**config.mk**
```make
export PLATFORM = sky130hd
export DESIGN_NAME = lookahead_iir
export DESIGN_NICKNAME = d
export VERILOG_FILES = /design/src/rtl/la_iir_pkg.sv /design/src/rtl/la_iir_fir.sv /design/src/rtl/la_iir_loop.sv /design/src/rtl/la_iir_out.sv /design/src/rtl/lookahead_iir.sv
export SDC_FILE = /design/constraint.sdc
export NUM_CORES = 2
export LEC_CHECK = 0
export CORE_MARGIN = 2
export CORE_UTILIZATION = 35
export CTS_BUF_LIST = sky130_fd_sc_hd__clkbuf_16
export CTS_CLUSTER_DIAMETER = 150
export DETAILED_ROUTE_END_ITERATION = 8
export DONT_BUFFER_PORTS = 1
export PLACE_DENSITY = 0.6
export SLEW_MARGIN = 20
export SYNTH_ARGS = -nofsm -noshare
export SYNTH_HDL_FRONTEND = slang
export SYNTH_SLANG_ARGS = --single-unit
```
**constraint.sdc**
```tcl
create_clock -name clk -period 6.3 [get_ports clk]
set_input_delay 0.315 -clock clk [delete_from_list [all_inputs] [get_ports clk]]
set_output_delay 0.315 -clock clk [all_outputs]
set_load 0.02 [all_outputs]
```
**src/rtl/la_iir_pkg.sv**
```systemverilog
package la_iir_pkg;

  localparam int unsigned FIR_TAPS = 2;

  // Arithmetic shift right with round-half-up.
  function automatic logic signed [63:0] rnd_shr(input logic signed [63:0] v,
                                                 input int unsigned sh);
    logic signed [63:0] half;
    if (sh == 0) return v;
    half = 64'sd1 <<< (sh - 1);
    return (v + half) >>> sh;
  endfunction

  // Limit a value to the closed range [lo, hi].
  function automatic logic signed [63:0] clamp(input logic signed [63:0] v,
                                               input logic signed [63:0] lo,
                                               input logic signed [63:0] hi);
    if (v > hi) return hi;
    if (v < lo) return lo;
    return v;
  endfunction

endpackage

```
**src/rtl/la_iir_fir.sv**
```systemverilog
module la_iir_fir
  import la_iir_pkg::*;
#(
  parameter int DW = 16,
  parameter int CW = 18,
  parameter int CF = 17,
  parameter int GW = 8,
  parameter int SW = DW + GW + 2
) (
  input  logic                 clk,
  input  logic                 rst,
  input  logic                 in_valid,
  input  logic signed [DW-1:0] in_data,
  input  logic signed [CW-1:0] coef_b,
  input  logic signed [CW-1:0] coef_ab,
  output logic                 f_valid,
  output logic signed [SW-1:0] f_sum
);
  localparam int PW = DW + CW;
  localparam int TW = DW + GW + 1;

  logic signed [DW-1:0] x_last;
  logic                 v1;
  logic signed [CW-1:0] tap_c [FIR_TAPS];
  logic signed [DW-1:0] tap_x [FIR_TAPS];
  logic signed [TW-1:0] tap_t [FIR_TAPS];
  logic signed [SW-1:0] t_sum;

  // tap 0: b on the newest sample, tap 1: a*b on the previous one
  assign tap_c[0] = coef_b;
  assign tap_x[0] = in_data;
  assign tap_c[1] = coef_ab;
  assign tap_x[1] = x_last;

  always_ff @(posedge clk) begin
    if (rst) begin
      x_last <= '0;
      v1     <= 1'b0;
    end else begin
      v1 <= in_valid;
      if (in_valid) x_last <= in_data;
    end
  end

  for (genvar t = 0; t < FIR_TAPS; t++) begin : g_tap
    logic signed [PW-1:0] prod;
    always_ff @(posedge clk) begin
      if (rst) prod <= '0;
      else     prod <= PW'(64'(tap_c[t]) * 64'(tap_x[t]));
    end
    assign tap_t[t] = TW'(rnd_shr(64'(prod), CF - GW));
  end

  always_comb begin
    t_sum = '0;
    for (int t = 0; t < FIR_TAPS; t++) t_sum = t_sum + SW'(tap_t[t]);
  end

  always_ff @(posedge clk) begin
    if (rst) begin
      f_valid <= 1'b0;
      f_sum   <= '0;
    end else begin
      f_valid <= v1;
      if (v1) f_sum <= t_sum;
    end
  end
endmodule

```
**src/rtl/la_iir_loop.sv**
```systemverilog
module la_iir_loop
  import la_iir_pkg::*;
#(
  parameter int DW = 16,
  parameter int CW = 18,
  parameter int CF = 17,
  parameter int GW = 8,
  parameter int HW = 3,
  parameter int SW = DW + GW + 2,
  parameter int IW = DW + GW + HW
) (
  input  logic                 clk,
  input  logic                 rst,
  input  logic                 step,
  input  logic signed [SW-1:0] f_sum,
  input  logic signed [CW-1:0] coef_asq,
  output logic signed [IW-1:0] y_state,
  output logic                 y_valid
);
  localparam logic signed [63:0] YMAX = (64'sd1 <<< (IW - 1)) - 64'sd1;
  localparam logic signed [63:0] YMIN = -YMAX - 64'sd1;

  logic signed [IW-1:0] y_q, p_q, y_d, p_d;

  // loop: y_q -> multiply -> p_q -> add -> y_q (two registers)
  assign y_d = IW'(clamp(64'(p_q) + 64'(f_sum), YMIN, YMAX));
  assign p_d = IW'(clamp(rnd_shr(64'(coef_asq) * 64'(y_q), CF), YMIN, YMAX));

  always_ff @(posedge clk) begin
    if (rst) begin
      y_q     <= '0;
      p_q     <= '0;
      y_valid <= 1'b0;
    end else begin
      y_valid <= step;
      if (step) begin
        y_q <= y_d;
        p_q <= p_d;
      end
    end
  end

  assign y_state = y_q;
endmodule

```
**src/rtl/la_iir_out.sv**
```systemverilog
module la_iir_out
  import la_iir_pkg::*;
#(
  parameter int DW = 16,
  parameter int GW = 8,
  parameter int IW = DW + GW + 3
) (
  input  logic signed [IW-1:0] y_state,
  output logic signed [DW-1:0] out_data
);
  localparam logic signed [63:0] DMAX = (64'sd1 <<< (DW - 1)) - 64'sd1;

  assign out_data = DW'(clamp(rnd_shr(64'(y_state), GW), -DMAX, DMAX));
endmodule

```
**src/rtl/lookahead_iir.sv**
```systemverilog
module lookahead_iir #(
  parameter int DW = 16,
  parameter int CW = 18,
  parameter int CF = 17,
  parameter int GW = 8,
  parameter int HW = 3
) (
  input  logic                 clk,
  input  logic                 rst,
  input  logic                 in_valid,
  input  logic signed [DW-1:0] in_data,
  input  logic signed [CW-1:0] coef_b,
  input  logic signed [CW-1:0] coef_ab,
  input  logic signed [CW-1:0] coef_asq,
  output logic                 out_valid,
  output logic signed [DW-1:0] out_data
);
  localparam int SW = DW + GW + 2;
  localparam int IW = DW + GW + HW;

  logic                 fir_valid;
  logic signed [SW-1:0] fir_sum;
  logic signed [IW-1:0] loop_y;

  la_iir_fir #(.DW(DW), .CW(CW), .CF(CF), .GW(GW), .SW(SW)) u_fir (
    .clk(clk), .rst(rst), .in_valid(in_valid), .in_data(in_data),
    .coef_b(coef_b), .coef_ab(coef_ab),
    .f_valid(fir_valid), .f_sum(fir_sum)
  );

  la_iir_loop #(.DW(DW), .CW(CW), .CF(CF), .GW(GW), .HW(HW), .SW(SW), .IW(IW)) u_loop (
    .clk(clk), .rst(rst), .step(fir_valid), .f_sum(fir_sum),
    .coef_asq(coef_asq), .y_state(loop_y), .y_valid(out_valid)
  );

  la_iir_out #(.DW(DW), .GW(GW), .IW(IW)) u_out (
    .y_state(loop_y), .out_data(out_data)
  );
endmodule

```
==> summary.md <==
| Metric | Value |
|---|---|
| Min-delay src | `in_data[0]` |
| Switching Fraction | `0.516` |
| I/O pin count | `90` |
| Initial core utilization | `0.352` |
| Met1 usage | `0.257` |
| Core ar. | `133,000 µm²` |
| Max VDD drop | `approximately 0.93 mV` |
| DRT iter0 DRCs | `2,092` |
| Power Density | `approximately 470 nW/µm²` |
| Sequential power share | `0.061` |
| Switch Pwr | `0.0127 W` |
| Setup TNS | `-12,080 ps` |
| Status | `complete, but fails checks` |
| Layout area overhead | `12.6%` |
| Die area | `between 100,000 and 150,000 µm²` |
| Net Count, Synth | `~6,800` |
| Top_reg_cell synth | `dfxtp_1` |
| Slew Limit Fails | `0` |
| Antenna-violating nets left | `0` |
| Gate count after technology mapping | `5,330` |
| Clock Root Buffer | `clkbuf_16` |
| Nets | `roughly 7,000` |
| Crit path from | `u_loop.y_state[9]` |
| Crit Path Class | `flip-flop to flip-flop` |
| RSZ-0062 raised after global routing | `true` |
| Mux cell area share after synthesis | `0.00726` |
| Share of the synthesized area in the top cell type | `0.452` |
| Fin crit period | `6850 ps` |
| Number of max-cap violations | `0` |
| Flops & latches, synth | `151` |
| Crit-path slowest cell | `fa_1` |
| Clk buf depth | `2` |
| Post-route cell area | `52,800 µm²` |
| Dpl cells | `~7,000` |
| Clock-pin slew on the worst setup and hold paths | `about 80 ps` |
| Pre-antenna DRT Iters | `7` |
| Async S/R FF share, synth | `0` |
| Vias post-DR | `~35,000` |
| Synth Area in Adders | `0.539` |
| Slew @ Worst Pin | `around 1200 ps` |
| DIE HEIGHT | `between 300 and 400 µm` |
| Latest clock arrival within the worst-skew pair | `460 ps` |
| Max Clock Freq | `~0.15 GHz` |
| Initial antenna violation count | `0` |
| Failing checks | `negative setup slack` |
| Commonest non-fill, non-tap cells in the layout | `1,180 x inv_1, 1,042 x fa_1, 697 x nand2_1` |
| Rel. slew slack | `0.171` |
| GRT met3 Usage | `0.0250` |
| Leading area contributor after synthesis | `fa_1` |
| Pin count of the biggest net entering global routing | `119` |
| Most used routing layer | `met2` |
| Filler Cell Count | `roughly 13,000` |
| Clock power frac | `0.043` |
| Worst clock skew | `14.3 ps` |
| Met2 Usage GRT | `0.312` |
| Yosys cell types | `between 70 and 80` |
| Vias in the first global route | `37,664` |
| Cell leakage power | `roughly 25 nW` |
| Compound-Gate Fraction of Synth Area | `0.0696` |
| Pint | `approximately 0.012 W` |
| Ranking of synthesized cells by area | `fa_1 45%, inv_1 9.6%, ha_1 8.7%` |
| Largest family of logic cells by synthesized area | `adder cells` |
| Post-Layout Cell Count | `about 7,000` |
| GRT overflow | `0` |
| Num rows | `134` |
| Worst Hold Class | `primary input to flip-flop` |
| Post-DR wirelength/cell | `between 15 and 20 µm` |
| Post-DP Area | `around 51,000 µm²` |
| H-tree depth | `4` |
| CP startpoint kind | `flip-flop` |
| CTS tree | `yes` |
| Total wire length | `roughly 120,000 µm` |
| DR vias/cell | `~4.9` |
| CP endpoint kind | `flip-flop` |
| Critical path data arrival time | `7220 ps` |
| Total CTS buffers | `17` |
| Sink Count | `about 150` |
| Final period util | `1.09` |
| Final setup margin | `-550 ps` |
| Crit-path max cell delay | `550 ps` |
| Commonest non-fill, non-tap cell in the layout | `inv_1` |
| Ys Warns | `0` |
| Mean Syn Cell Area | `a little under 9 µm²` |
| Fin util | `0.396` |
| Die X | `about 370 µm` |
| Synth Area in XOR/XNOR | `0.0394` |
| Gate power share | `0.896` |
| Post-Syn Area | `roughly 47,000 µm²` |
| Worst EP required | `around 6700 ps` |
| Post-synth EDFFs | `0` |
| Worst r2r src | `u_loop.y_state[9]` |
| # port buffers | `0` |
| Ratio of cells with drive above 1 in the final layout | `0.102` |
| Final setup fails | `26` |
| Hold WS | `between 20 and 25 ps` |
| Number of hold violations in the final report | `0` |
| DRC | `0` |
| Synth Area in Simple Gates | `0.164` |
| Cell mode on critical path | `fa_1` |
| RD Place Congestion | `approximately 0.88` |
| First-pass GRT wire length | `about 200,000 µm` |
| DP HPWL | `between 100,000 and 150,000 µm` |
| GRT Util Overall | `0.186` |
| CP Max Fanout | `7` |
| Post-synthesis sequential area ratio | `0.0645` |
critical path, delay by kind of cell (launching register included):
kind,cells,cell delay [ps]
AND/OR/NAND/NOR,5,1260
buffers and inverters,7,820
flip-flops,1,360
AO/OA/AOI/OAI,6,1000
adder cells (fa/ha/maj),7,3300
final cells by class:
| cell class | instances | area (µm²) | share of cell area |
|---|---|---|---|
| inverters | 1193 | 4480 | 0.0849 |
| multi-input cells | 3736 | 39400 | 0.746 |
| well taps | 1768 | 2210 | 0.0419 |
| clock buffers | 17 | 425 | 0.00806 |
| clock inverters | 15 | 170 | 0.00322 |
| diodes | 2 | 5.00 | 0.0000948 |
| flip-flops and latches | 151 | 3080 | 0.0584 |
| repair buffers | 330 | 3040 | 0.0576 |
cell usage after synthesis (27+ instances only):
cell and instances:
a211oi_1 35, a21o_1 57, a21oi_1 117, and2_1 403
and3_1 27, clkbuf_1 232, dfxtp_1 151, fa_1 1058
ha_1 326, inv_1 1193, mux2i_1 34, nand2_1 704
nand2b_1 55, nand3_1 54, nor2_1 257, nor3_1 39
o21ai_0 95, xnor2_1 143, xor2_1 68
flip-flops by register name, summed over array words and instances, names as in the netlist:
| register | flops |
|---|---|
| u_loop.y_state | 27 |
| u_fir.g_tap.prod | 52 |
| u_loop.y_valid | 1 |
| u_fir.x_last | 16 |
| u_fir.f_sum | 26 |
| u_fir.f_valid | 1 |
| u_loop.p_q | 27 |
| u_fir.v1 | 1 |
per-layer routing:
metal / up-vias / share of wire
li1: 16146 / -
met1: 17889 / 0.45
met2: 831 / 0.47
met3: 121 / 0.054
met4: 0 / 0.018
met5: - / 0
repair_timing:
action / 4_1_cts / 5_1_grt
setup endpoints to repair: 29 / 52
cloned: 5 / 3
hold buffers: 5 / 2
setup buffers: 17 / 13
gates resized for setup: 91 / 85
pin swaps: 56 / 49
hold endpoints to repair: 19 / 2
power by group through the flow:
stage | sequential (W) | combinational [W] | clock (W)
4_1_cts | 0.00151 | 0.0216 | 0.00107
2_1_floorplan | 0.00144 | 0.0147 | 0
5_1_grt | 0.00154 | 0.0249 | 0.00112
6_report | 0.00151 | 0.0221 | 0.00106
3_3_place_gp | 0.00153 | 0.0206 | 0
3_5_place_dp | 0.00153 | 0.0208 | 0
stage by stage:
stage | setup slack (ps) | power [W]
after floorplan | -119 | 0.0161
after global placement | -616 | 0.0221
after detailed placement | -716 | 0.0224
after CTS | -433 | 0.0242
after global routing | -684 | 0.0275
final | -550 | 0.0247
cell families (layout without fill, tap and decap cells):
logic type,count (synthesis),after routing
AND/OR/NAND/NOR,1619,1619
buffers and inverters,1443,1555
adder cells (fa/ha/maj),1386,1386
AO/OA/AOI/OAI,486,486
XOR/XNOR,211,211
flip-flops,151,151
multiplexers,34,34
other,0,2
path summary, 6_finish.rpt:
| check | slack (ps) | depth (start not counted) | end |
|---|---|---|---|
| hold / removal | 20 | 2 | u_fir.x_last[0] |
| hold reg to reg | 480 | 2 | u_loop.p_q[26] |
| setup / recovery | -550 | 25 | u_loop.p_q[10] |
| setup reg to reg | -550 | 25 | u_loop.p_q[10] |
Power figures use the tool's default switching activity.
